--- config.mk ---
export PLATFORM = sky130hd
export DESIGN_NAME = dma_prio_arb
export DESIGN_NICKNAME = d
export VERILOG_FILES = /design/src/rtl/dma_arb_pkg.sv /design/src/rtl/dma_arb_req_latch.sv /design/src/rtl/dma_arb_rr_order.sv /design/src/rtl/dma_arb_pick.sv /design/src/rtl/dma_prio_arb.sv
export SDC_FILE = /design/constraint.sdc
export NUM_CORES = 1
export LEC_CHECK = 0
export ABC_AREA = 1
export BUFFER_PORTS_ARGS = -buffer_cell sky130_fd_sc_hd__buf_2
export CORE_AREA = 2 2 53 55
export DETAILED_ROUTE_END_ITERATION = 10
export DIE_AREA = 0 0 55 57
export PLACE_DENSITY = 0.78
export RECOVER_POWER = 50
export SYNTH_ARGS = -nofsm -noshare
export SYNTH_HDL_FRONTEND = slang
export SYNTH_SLANG_ARGS = --single-unit
--- constraint.sdc ---
create_clock -name clk -period 1.83 [get_ports clk]
set_clock_uncertainty 0.1 [all_clocks]
set_input_delay 0.2745 -clock clk [delete_from_list [all_inputs] [get_ports clk]]
set_output_delay 0.2745 -clock clk [all_outputs]
set_load 0.01 [all_outputs]
--- src/rtl/dma_arb_pkg.sv ---
package dma_arb_pkg;
  typedef enum logic [1:0] {
    PRIO_FIX_A = 2'b00,
    PRIO_FIX_B = 2'b01,
    PRIO_RR0   = 2'b10,
    PRIO_RR1   = 2'b11
  } prio_mode_e;
endpackage

--- src/rtl/dma_arb_req_latch.sv ---
module dma_arb_req_latch #(
  parameter int NUM_CH = 4
) (
  input  logic              clk,
  input  logic              rst_n,
  input  logic [NUM_CH-1:0] set_i,
  input  logic [NUM_CH-1:0] clr_i,
  output logic [NUM_CH-1:0] pend_o
);
  logic [NUM_CH-1:0] pend_q, pend_d;
  logic              pend_en;

  always_comb begin
    pend_en = (|set_i) | (|clr_i);
    pend_d  = (pend_q & ~clr_i) | set_i;
  end

  always_ff @(posedge clk or negedge rst_n) begin
    if (!rst_n)       pend_q <= '0;
    else if (pend_en) pend_q <= pend_d;
  end

  assign pend_o = pend_q;
endmodule

--- src/rtl/dma_arb_rr_order.sv ---
module dma_arb_rr_order #(
  parameter int NUM_CH = 4,
  localparam int IDW = $clog2(NUM_CH)
) (
  input  logic                  clk,
  input  logic                  rst_n,
  input  logic                  rot_en,
  input  logic [IDW-1:0]        rot_ch,
  output logic [NUM_CH*IDW-1:0] order_o
);
  logic [IDW-1:0] ord_q   [NUM_CH];
  logic [IDW-1:0] ord_d   [NUM_CH];
  logic [IDW-1:0] ord_ext [NUM_CH+1];
  int unsigned    hit_pos;

  always_comb begin
    hit_pos = NUM_CH - 1;
    for (int p = NUM_CH - 1; p >= 0; p--) begin
      if (ord_q[p] == rot_ch) hit_pos = p;
    end
    for (int p = 0; p < NUM_CH; p++) ord_ext[p] = ord_q[p];
    ord_ext[NUM_CH] = rot_ch;
    for (int p = 0; p < NUM_CH; p++) begin
      ord_d[p] = (p >= hit_pos) ? ord_ext[p+1] : ord_ext[p];
    end
  end

  for (genvar p = 0; p < NUM_CH; p++) begin : g_slot
    always_ff @(posedge clk or negedge rst_n) begin
      if (!rst_n)      ord_q[p] <= IDW'(p);
      else if (rot_en) ord_q[p] <= ord_d[p];
    end
    assign order_o[p*IDW +: IDW] = ord_q[p];
  end
endmodule

--- src/rtl/dma_arb_pick.sv ---
module dma_arb_pick #(
  parameter int NUM_CH = 4,
  localparam int IDW = $clog2(NUM_CH)
) (
  input  logic [NUM_CH-1:0]     req_i,
  input  logic [NUM_CH*IDW-1:0] order_i,
  output logic [NUM_CH-1:0]     gnt_o
);
  logic           found;
  logic [IDW-1:0] ch;

  always_comb begin
    gnt_o = '0;
    found = 1'b0;
    for (int p = 0; p < NUM_CH; p++) begin
      ch = order_i[p*IDW +: IDW];
      if (!found && req_i[ch]) begin
        gnt_o[ch] = 1'b1;
        found     = 1'b1;
      end
    end
  end
endmodule

--- src/rtl/dma_prio_arb.sv ---
module dma_prio_arb
  import dma_arb_pkg::*;
#(
  parameter int NUM_CH = 4,
  localparam int IDW = $clog2(NUM_CH)
) (
  input  logic                  clk,
  input  logic                  rst_n,
  input  logic [1:0]            prio_mode,
  input  logic [NUM_CH-1:0]     req_set,
  input  logic [NUM_CH-1:0]     burst_mode,
  input  logic                  unit_done,
  input  logic                  burst_last,
  output logic [NUM_CH-1:0]     grant,
  output logic [NUM_CH-1:0]     pend,
  output logic [NUM_CH*IDW-1:0] prio_order
);
  logic [NUM_CH*IDW-1:0] ord_fix_a, ord_fix_b, ord_rr, ord_eff;
  logic [NUM_CH-1:0]     gnt_q, gnt_d, pick_gnt, pend_q, clr_vec;
  logic                  gnt_en, held, rel, rr_sel, rot_en;
  logic [IDW-1:0]        gnt_id;
  prio_mode_e            mode;

  for (genvar p = 0; p < NUM_CH; p++) begin : g_fixed
    assign ord_fix_a[p*IDW +: IDW] = IDW'(p);
    if (p == 0) begin : g_top
      assign ord_fix_b[p*IDW +: IDW] = IDW'(0);
    end else if (p == NUM_CH - 1) begin : g_low
      assign ord_fix_b[p*IDW +: IDW] = IDW'(1);
    end else begin : g_mid
      assign ord_fix_b[p*IDW +: IDW] = IDW'(p + 1);
    end
  end

  always_comb begin
    mode   = prio_mode_e'(prio_mode);
    rr_sel = (mode == PRIO_RR0) || (mode == PRIO_RR1);
    case (mode)
      PRIO_FIX_A: ord_eff = ord_fix_a;
      PRIO_FIX_B: ord_eff = ord_fix_b;
      default:    ord_eff = ord_rr;
    endcase
  end

  always_comb begin
    gnt_id = '0;
    for (int i = 0; i < NUM_CH; i++) begin
      if (gnt_q[i]) gnt_id = IDW'(i);
    end
    held    = |gnt_q;
    rel     = held && unit_done && (!(|(gnt_q & burst_mode)) || burst_last);
    rot_en  = held && unit_done && rr_sel;
    clr_vec = gnt_q & {NUM_CH{rel}};
    gnt_en  = rel || !held;
    gnt_d   = held ? '0 : pick_gnt;
  end

  always_ff @(posedge clk or negedge rst_n) begin
    if (!rst_n)      gnt_q <= '0;
    else if (gnt_en) gnt_q <= gnt_d;
  end

  dma_arb_req_latch #(.NUM_CH(NUM_CH)) u_latch (
    .clk(clk), .rst_n(rst_n), .set_i(req_set), .clr_i(clr_vec), .pend_o(pend_q)
  );

  dma_arb_rr_order #(.NUM_CH(NUM_CH)) u_rr (
    .clk(clk), .rst_n(rst_n), .rot_en(rot_en), .rot_ch(gnt_id), .order_o(ord_rr)
  );

  dma_arb_pick #(.NUM_CH(NUM_CH)) u_pick (
    .req_i(pend_q), .order_i(ord_eff), .gnt_o(pick_gnt)
  );

  assign grant      = gnt_q;
  assign pend       = pend_q;
  assign prio_order = ord_eff;
endmodule

# After elaboration in Yosys (flattened, before gate mapping)
# Cells that the tools add are included.
# classes
order_cmp	12
eq_ne	6
n_mux	31
bitwise_logic	9
reduce_logical	27
# op_table
operator	n
$ge A1 B32 Y1 const A	2
$ge A2 B32 Y1 const A	2
$mux W32	2
$mux W4	5
$or A4 B4 Y4	4
$pmux W8 S2	1
$reduce_or A4 Y1	4
$mux W1	13
$and A4 B4 Y4	3
$lt A2 B3 Y1 const B	4
$logic_and A1 B1 Y1	10
$bmux W1 S2	4
$demux W1 S2	4
$ge A2 B1 Y1 const B	4
$reduce_and A2 Y1	4
$eq A2 B2 Y1	3
$logic_not A1 Y1	5
$eq A2 B2 Y1 const B	2
$mux W2	2
$not A4 Y4	1
$logic_or A1 B1 Y1	3
$eq A2 B1 Y1 const B	1
$logic_not A2 Y1	1
$or A1 B1 Y1	1
# word_totals
register_bits	16
output_inout_bits	16
wordCells	91

# Logic depth before layout (Yosys ltp)
# Gate-level depths: netlist (run 1).
# logic_depth
ltp_word	15
depth_mapped	12
mapped_depth_nobuf	12

# Modules after synthesis
# A second synthesis (run 1) with hierarchy kept.
# unflattened
hier_cells	218
area_unflattened_um2	1356.3
# by_module_without_submodules
module	instances	cells_each	area_each_um2	seq_area_each_um2
dma_arb_rr_order	1	48	435.4	205.2
dma_arb_pick	1	90	432.9	0.0
dma_prio_arb	1	60	327.8	100.1
dma_arb_req_latch	1	20	160.2	100.1

# Worst setup path after synthesis (run 1)
# No wires, ideal clock.
# synth_timing
kind	reg-to-reg
start	reg gnt_q[3], in the netlist grant[3]
end	reg u_rr.ord_q (netlist bit u_rr.order_o[5])
setup_time_ns	0.072
arrival_ns	1.363
required_time_ns	1.658
path_slack_ns	0.295
path_stages_with_launch	9
period_less_slack_ns	1.535
cell_sequence	dfrtp_1 nor2_2 xor2_1 nand3_1 nand2_1 nand3_2 o21ai_2 nand2_1 o21ai_1
# synth_between
elab_chain_cells	7
# synth_rtl
element	line_no	text
from (decl)	dma_prio_arb.sv:19	logic [NUM_CH-1:0] gnt_q, gnt_d, pick_gnt, pend_q, clr_vec;
from (signal assigned)	dma_prio_arb.sv:60	else if (gnt_en) gnt_q <= gnt_d;
$mux W2	dma_prio_arb.sv:48	if (gnt_q[i]) gnt_id = IDW'(i);
$eq A2 B2 Y1	dma_arb_rr_order.sv:19	if (ord_q[p] == rot_ch) hit_pos = p;
$mux W1	dma_arb_rr_order.sv:19	
$mux W32 (2 in series)	dma_arb_rr_order.sv:19	
$ge A2 B32 Y1	dma_arb_rr_order.sv:24	ord_d[p] = (p >= hit_pos) ? ord_ext[p+1] : ord_ext[p];
$reduce_and A2 Y1 (no source line) *	-	
to (signal, indexed assignment)	dma_arb_rr_order.sv:30	if (!rst_n) ord_q[p] <= IDW'(p);
to (signal, indexed assignment)	dma_arb_rr_order.sv:31	else if (rot_en) ord_q[p] <= ord_d[p];
to (decl)	dma_arb_rr_order.sv:11	logic [IDW-1:0] ord_q [NUM_CH];
# Every way passes the cells marked *; elsewhere a longest branch is shown, timed or not.
# A chain may end at the register's enable or synchronous reset.

# Final worst setup path (run 1)
# layout_timing
start	reg u_rr.ord_q (netlist bit u_rr.order_o[2])
end	reg gnt_q[3], in the netlist grant[3]
# layout_between
elab_chain_cells	12
# layout_rtl
element	line_no	text
$pmux W8 S2 *	dma_prio_arb.sv:38	case (mode)
$lt A2 B3 Y1 (implied by the code) (tied with other cells)	dma_arb_pick.sv:18	gnt_o[ch] = 1'b1;
$logic_and A1 B1 Y1 (implied by the code) / $mux W1 (equally long branches)	dma_arb_pick.sv:18, dma_arb_pick.sv:17	
$mux W1 (implied by the code) / $logic_and A1 B1 Y1 (equally long branches)	dma_arb_pick.sv:18, dma_arb_pick.sv:17	
$demux W1 S2 / $mux W1 (equally long branches)	-	
$or A4 B4 Y4 (no source line) / $logic_not A1 Y1 (equally long branches)	-	
$mux W4 / $logic_and A1 B1 Y1 (equally long branches)	dma_arb_pick.sv:17	if (!found && req_i[ch]) begin
$or A4 B4 Y4 (no source line) / $mux W1 (equally long branches)	-	
$mux W4 / $logic_not A1 Y1 (equally long branches)	dma_arb_pick.sv:17	
$or A4 B4 Y4 (no source line) / $logic_and A1 B1 Y1 (equally long branches)	-	
$mux W4 *	dma_arb_pick.sv:17	
$mux W4 *	dma_prio_arb.sv:55	gnt_d = held ? '0 : pick_gnt;
# Every way passes the cells marked *; elsewhere a longest branch is shown, timed or not. The select of a mux whose other input is x is not followed.

==> results of run 1 <==
==> state kept, by name, summed over array words and instances, names as in the netlist <==
signal and cells:
u_rr.order_o 8, grant 4, u_latch.pend_o 4
==> final cells by class <==
type | count | share of cell area
clock buffer | 4 | 0.0230
tap | 31 | 0.0245
multi-input combinational | 147 | 0.515
inverter | 31 | 0.0752
timing repair buffer | 33 | 0.106
sequential | 16 | 0.257
==> per-stage QoR <==
| step | instances | setup WS (ns) | setup TNS [ns] | area [um2] |
|---|---|---|---|---|
| 2_1_floorplan | 195 | 0.295 | 0 | 1340 |
| 3_3_place_gp | 256 | 0.176 | 0 | 1530 |
| 4_1_cts | 261 | 0.121 | 0 | 1580 |
| 6_report | 262 | 0.101 | 0 | 1580 |
| 5_1_grt | 262 | -0.00818 | -0.00818 | 1580 |
| 3_5_place_dp | 256 | 0.156 | 0 | 1530 |
==> final timing paths <==
path                       cells after the start  slack, ns       startpoint                end
max reg2reg                                   11       0.10  u_rr.order_o[2]           grant[3]
min                                            2       0.08       req_set[0]  u_latch.pend_o[0]
min in group asynchronous                      2       0.53            rst_n           grant[0]
max in group asynchronous                      2       0.56            rst_n    u_rr.order_o[0]
max                                           11       0.10  u_rr.order_o[2]           grant[3]
min reg2reg                                    2       0.41  u_rr.order_o[7]    u_rr.order_o[5]
==> logic make-up after synthesis <==
group,Yosys count,synth area share
buffers and inverters,32,0.0970
flip-flops,16,0.302
AO/OA/AOI/OAI,23,0.132
AND/OR/NAND/NOR,121,0.449
XOR/XNOR,3,0.0196
==> worst max-delay path, delay by kind of cell, from the launching register on <==
family / cells / cell delay, ns
flops: 1 / 0.58
buf+inv: 1 / 0.12
simple gates: 10 / 0.86
==> routing by layer <==
layer,global-route usage,vias up,share of wire
li1,-,693,-
met1,0.328,613,0.45
met2,0.367,34,0.49
met3,0.0314,5,0.046
met4,0.0627,0,0.011
met5,0,-,0
==> cell usage in the layout (no fill, tap or decap), types with 4 or more instances in the layout <==
| cell | n |
|---|---|
| inv_1 | 25 |
| dfstp_2 | 4 |
| dfrtp_1 | 12 |
| o21ai_0 | 7 |
| buf_2 | 21 |
| inv_2 | 5 |
| clkbuf_1 | 8 |
| nand3_1 | 26 |
| nand3_2 | 4 |
| o21bai_1 | 4 |
| nand2_2 | 12 |
| nor2_1 | 15 |
| nand2_1 | 52 |
==> power breakdown <==
group | total (mW) | internal [mW] | switching, mW
Sequential | 0.681 | 0.498 | 0.183
Combinational | 1.29 | 0.481 | 0.804
Clock | 0.240 | 0.121 | 0.118
Total | 2.21 | 1.10 | 1.11
==> cells in the mapped netlist (3+ instances only) <==
cell | number | share of area
dfrtp_1 | 12 | 0.22
dfstp_2 | 4 | 0.078
inv_1 | 25 | 0.070
inv_2 | 5 | 0.014
nand2_1 | 54 | 0.15
nand2_2 | 10 | 0.047
nand2_4 | 3 | 0.025
nand3_1 | 28 | 0.10
nor2_1 | 16 | 0.045
o21ai_0 | 7 | 0.026
o21ai_1 | 3 | 0.011
o21ai_2 | 3 | 0.020
o21bai_1 | 4 | 0.022
xor2_1 | 3 | 0.020
==> repair_timing <==
item,4_1_cts,5_1_grt
setup buffers,0,1
endpoints found under the hold margin,12,0
setup endpoints to repair,0,2
hold buffers,1,0
resized for setup,0,6
==> results.txt, run 1 <==
Outcome: finished clean
First-pass GRT wire length: 5290 um
CTS tree: yes
Clock sink count: 16
Num CTS Buffers: 3
Drt wl/cell: 13.1 um
Vias: 1345
Crit path capture type: register
Die area: 3140 um2
Starting density of the core: 0.513
Layout filler cell count: 257
Mapped Area: 1340 um2
Critical path's slowest cell: dfstp_2
Worst Setup Start Kind: register
Post-layout min period: 1.73 ns
Hold Vio Cnt, Final: 0
DRC: 0
Worst skew pair latency: 0.29 ns
Sequential cell area: 405 um2
Hpwl dp: 2690 um
PortBufs: 29
Antenna violations before repair: 0
Overflow after GRT: 0
Vias in the first global route: 1176
CP Class: reg2reg
Syn Nets: 209
1st-iter DRT viols: 49
Clock slew at reported path FFs: 0.10 ns
Predominant post-synthesis flop cell: dfrtp_1
Clock tree buffer depth: 2
Syn Inst Count: 195
# rows: 19
Seq cells post-synth: 16
Post-Route WL: 3440 um
YS warnings: 0
Crit path max fanout: 8
Layout cells sized above 1: 0.294
H-tree Lvls: 1
ANT nets after route: 0
EDFF count, synth: 0
# IOs: 30
Period utilization: 0.945
Pin count of the biggest net entering global routing: 17
Final core occ: 0.604
CP required: 1.97 ns
Relative slew slack: 0.402
Worst-Margin Slew: 0.897 ns
Peak VDD IR: 1.12 mV
Pwr Total: 2.21 mW
Placer Congestion: 0.864
First-pass DRT Iterations: 4
Mean area per synthesized cell: 6.88 um2
Crit path DAT: 1.87 ns
MaxCap Viol Count: 0
Leak: 0.869 nW
Antenna diodes: 0
Hold Path Class: in2reg
Max Clock Freq: 578 MHz
CTS Root Cell: clkbuf_4
Die Y: 57 um
Crit-path cells: buf_4 > nand2_2 > nand3_2 > nand2_2 > nand2_2 > nand2_4 > nor2_8 > nand3_1 > nand3_2 > nand2_2 > nand2_1
Core ar.: 2620 um2
Most frequent CP cell: nand2_2
Via density per instance: 5.13
CP max stage delay: 0.58 ns
Die W: 55 um
Total GRT Usage: 0.231
Area delta synth->final: 17.8%
Netlist cell types: 27
Post-synth ARST share: 1.00
WHS: 0.0750 ns
Footprint of the multi-input gates: 813 um2
Post-synthesis sequential area ratio: 0.302
Pwr/cell area: 1400 nW/um2
Final #Nets: 246
Setup violations, final: 0
Fin. max-slew vios: 0
No activity file was read; power rests on OpenSTA's default activity.
==> inputs of run 2 (changes only) <==
--- a/config.mk
+++ b/config.mk
@@ -5,12 +5,11 @@
 export SDC_FILE = /design/constraint.sdc
 export NUM_CORES = 1
 export LEC_CHECK = 0
-export ABC_AREA = 1
 export BUFFER_PORTS_ARGS = -buffer_cell sky130_fd_sc_hd__buf_2
-export CORE_AREA = 2 2 53 55
+export CORE_AREA = 2 2 54 56
 export DETAILED_ROUTE_END_ITERATION = 10
-export DIE_AREA = 0 0 55 57
-export PLACE_DENSITY = 0.78
+export DIE_AREA = 0 0 56 58
+export PLACE_DENSITY = 0.77
 export RECOVER_POWER = 50
 export SYNTH_ARGS = -nofsm -noshare
 export SYNTH_HDL_FRONTEND = slang
==> constraint.sdc (replaced) <==
create_clock -name clk -period 1.95 [get_ports clk]
set_clock_uncertainty 0.1 [all_clocks]
set_input_delay 0.2925 -clock clk [delete_from_list [all_inputs] [get_ports clk]]
set_output_delay 0.2925 -clock clk [all_outputs]
set_load 0.01 [all_outputs]
==> run 2 against run 1 <==
  * Sequential power shrank 9.7%
  * Synthesized cell count shrank 19%
  * Critical path depth shrank 6
  * Largest power group unchanged
  * Power shrank 16%
  * First-iteration DRC count grew 24%
  * Maximum frequency shrank 6.4%
  * Sequential share of layout area shrank 1.3 points
  * Register-to-register slack is essentially flat
  * Clock power shrank 6%
  * Global-route usage grew 1.9 points
  * Core utilization grew 2.8 points
==> results.txt, run 2 <==
Total GRT Usage: 0.251 (was 0.231)
WHS: 0.0717 ns (was 0.0750 ns)
Footprint of the multi-input gates: 886 um2 (was 813 um2)
Antenna diodes: 0 (unchanged)
Final #Nets: 212 (was 246)
Antenna violations before repair: 0 (unchanged)
CTS Root Cell: clkbuf_4 (unchanged)
Post-synth top area share: 0.217 (was 0.224)
Layout cells sized above 1: 0.371 (was 0.294)
Clock slew at reported path FFs: 0.10 ns (about the same)
ANT nets after route: 0 (unchanged)
Clock sink count: 16 (unchanged)
Crit path capture type: register (unchanged)
FF-to-FF path depth: 5 (was 11)
Crit-path cells: nor2b_1 > a221oi_2 > a21oi_1 > o31ai_4 > mux2_1 (was buf_4 > nand2_2 > nand3_2 > nand2_2 > nand2_2 > nand2_4 > nor2_8 > nand3_1 > nand3_2 > nand2_2 > nand2_1)
Most common cell after layout, fill and taps aside: buf_2 (was nand2_1)
Yosys top cell by area: dfrtp_1 (unchanged)
Pin count of the biggest net entering global routing: 18 (was 17)
Max Clock Freq: 541 MHz (was 578 MHz)
Layout filler cell count: 251 (was 257)
Netlist cell types: 55 (was 27)
Worst reg2reg setup slack: 0.10 ns (about the same)
Period utilization: 0.948 (was 0.945)
Hold Path Class: in2reg (unchanged)
Leak: 0.709 nW (was 0.869 nW)
# IOs: 30 (unchanged)
Worst Setup Start Kind: register (unchanged)
Seq cells post-synth: 16 (unchanged)
List of most frequent post-synthesis cells: nand2_1 (17), dfrtp_1 (12), o21ai_0 (11) (was nand2_1 (54), nand3_1 (28), inv_1 (25))
Outcome: finished clean (unchanged)
Crit path DAT: 1.93 ns (was 1.87 ns)
# rows: 19 (unchanged)
Hold Vio Cnt, Final: 0 (unchanged)
Clock tree buffer depth: 2 (unchanged)
Relative slew slack: 0.416 (was 0.402)
1st-iter DRT viols: 61 (was 49)
Peak VDD IR: 1.07 mV (was 1.12 mV)
Worst skew pair latency: 0.29 ns (about the same)
CTS tree: yes (unchanged)
Critical path's slowest cell: dfrtp_1 (was dfstp_2)
Largest register FFs: 8 (unchanged)
Die area: 3250 um2 (was 3140 um2)
Post-synthesis sequential area ratio: 0.292 (was 0.302)
Hold depth: 2 (unchanged)
Pwr Total: 1.86 mW (was 2.21 mW)
Post-synth ARST share: 1.00 (unchanged)
Pwr/cell area: 1110 nW/um2 (was 1400 nW/um2)
Area delta synth->final: 21.4% (was 17.8%)
Die Y: 58 um (was 57 um)
Reg2reg end: u_rr.order_o[4] (was grant[3])
Synth area leaders: dfrtp_1 (22%), dfstp_2 (7.6%), nand2_1 (4.6%) (was dfrtp_1 (22%), nand2_1 (15%), nand3_1 (10%))
Post-Route WL: 3930 um (was 3440 um)
PortBufs: 29 (unchanged)
Count leader, synth: nand2_1 (unchanged)
WP buf/inv: 0 (was 1)
Syn Nets: 171 (was 209)
Mapped Area: 1390 um2 (was 1340 um2)
H-tree Lvls: 1 (unchanged)
Delay-heaviest family, CP: compound AO/OA/AOI/OAI gates (was simple AND/OR/NAND/NOR gates)
Placer Congestion: 0.941 (was 0.864)
Setup violations, final: 0 (unchanged)
Worst-Margin Slew: 0.875 ns (was 0.897 ns)
Worst Setup SP: u_rr.order_o[4] (was u_rr.order_o[2])
Predominant post-synthesis flop cell: dfrtp_1 (unchanged)
CP max stage delay: 0.58 ns (about the same)
First-pass DRT Iterations: 4 (unchanged)
TNS Setup: 0 ns (unchanged)
Die W: 56 um (was 55 um)
Hold wc startpoint: req_set[3] (was req_set[0])
Vias in the first global route: 1374 (was 1176)
Drt wl/cell: 17.2 um (was 13.1 um)
MaxCap Viol Count: 0 (unchanged)
R2R Path Start: u_rr.order_o[4] (was u_rr.order_o[2])
Hold-critical path endpoint: u_latch.pend_o[3] (was u_latch.pend_o[0])
Vias: 1417 (was 1345)
Core ar.: 2660 um2 (was 2620 um2)
Via density per instance: 6.21 (was 5.13)
CP required: 2.04 ns (was 1.97 ns)
Num CTS Buffers: 3 (unchanged)
CP Class: reg2reg (unchanged)
EDFF count, synth: 0 (unchanged)
Starting density of the core: 0.521 (was 0.513)
Crit path max fanout: 10 (was 8)
Sequential cell area: 410 um2 (was 405 um2)
Syn Inst Count: 157 (was 195)
Post-layout min period: 1.85 ns (was 1.73 ns)
Hpwl dp: 2940 um (was 2690 um)
Fin. max-slew vios: 0 (unchanged)
Mean area per synthesized cell: 8.83 um2 (was 6.88 um2)
First-pass GRT wire length: 6380 um (was 5290 um)
Most frequent cells in the layout: buf_2 (27), nand2_1 (17), buf_4 (12) (was nand2_1 (52), nand3_1 (26), inv_1 (25))
DRC: 0 (unchanged)
Overflow after GRT: 0 (unchanged)
YS warnings: 0 (unchanged)
## run 2: metal layers
layer / wire length (um) / GRT usage
met1: 1600 / 0.327
met2: 2000 / 0.434
met3: 246 / 0.0335
met4: 76 / 0.0816
met5: 0 / 0
## run 2: kinds of logic (layout without fill, tap and decap cells)
logic type / after synthesis / after routing / synth area share
multiplexers: 10 / 10 / 0.0776
XOR/XNOR: 3 / 3 / 0.0190
AO/OA/AOI/OAI: 48 / 48 / 0.274
flip-flops: 16 / 16 / 0.292
AND/OR/NAND/NOR: 62 / 62 / 0.263
buffers and inverters: 18 / 58 / 0.0740
## run 2: layout make-up
type                       instances  area share
inverter                           6      0.0134
sequential                        16       0.244
multi-input combinational        123       0.526
tap                               31      0.0230
timing repair buffer              48       0.172
clock buffer                       4      0.0216
## run 2: what timing repair did
item                                    4_1_cts  5_1_grt
endpoints found under the setup margin        0        9
endpoints found under the hold margin        12        0
resized for setup                             0        8
buffers inserted                              0        4
hold buffers                                  1        0
## run 2: worst max path at each step
| stage | depth (start not counted) | slack, ns | to |
|---|---|---|---|
| 2_1_floorplan | 6 | 0.15 | u_rr.order_o[4] |
| 3_5_place_dp | 5 | 0.03 | u_rr.order_o[4] |
| 6_report | 5 | 0.10 | u_rr.order_o[4] |
| 4_1_cts | 5 | 0.006 | u_rr.order_o[4] |
| 3_3_place_gp | 5 | 0.09 | u_rr.order_o[4] |
| 5_1_grt | 5 | -0.02 | grant[0] |
## run 2: where the power goes
group          internal [mW]  switching (mW)  leakage [nW]  total [mW]
clock                  0.114           0.112        0.0210       0.226
sequential             0.438           0.177         0.179       0.615
combinational          0.466           0.555         0.510        1.02
total                   1.02           0.844         0.709        1.86
## run 2: stage by stage
| step | instance area (um2) | worst slack, ns | util | cells |
|---|---|---|---|---|
| floorplan | 1390 | 0.154 | - | 157 |
| global placement | 1610 | 0.0912 | 0.604 | 219 |
| detailed placement | 1610 | 0.0320 | 0.604 | 219 |
| CTS | 1650 | 0.00555 | 0.621 | 224 |
| global route | 1680 | -0.0248 | 0.632 | 228 |
| finish | 1680 | 0.102 | 0.632 | 228 |
## run 2: worst register-to-register path, cell delays in order (launching register included)
cell and delay, ns:
dfrtp_1 0.58, nor2b_1 0.12, a221oi_2 0.29, a21oi_1 0.11, o31ai_4 0.21, mux2_1 0.34
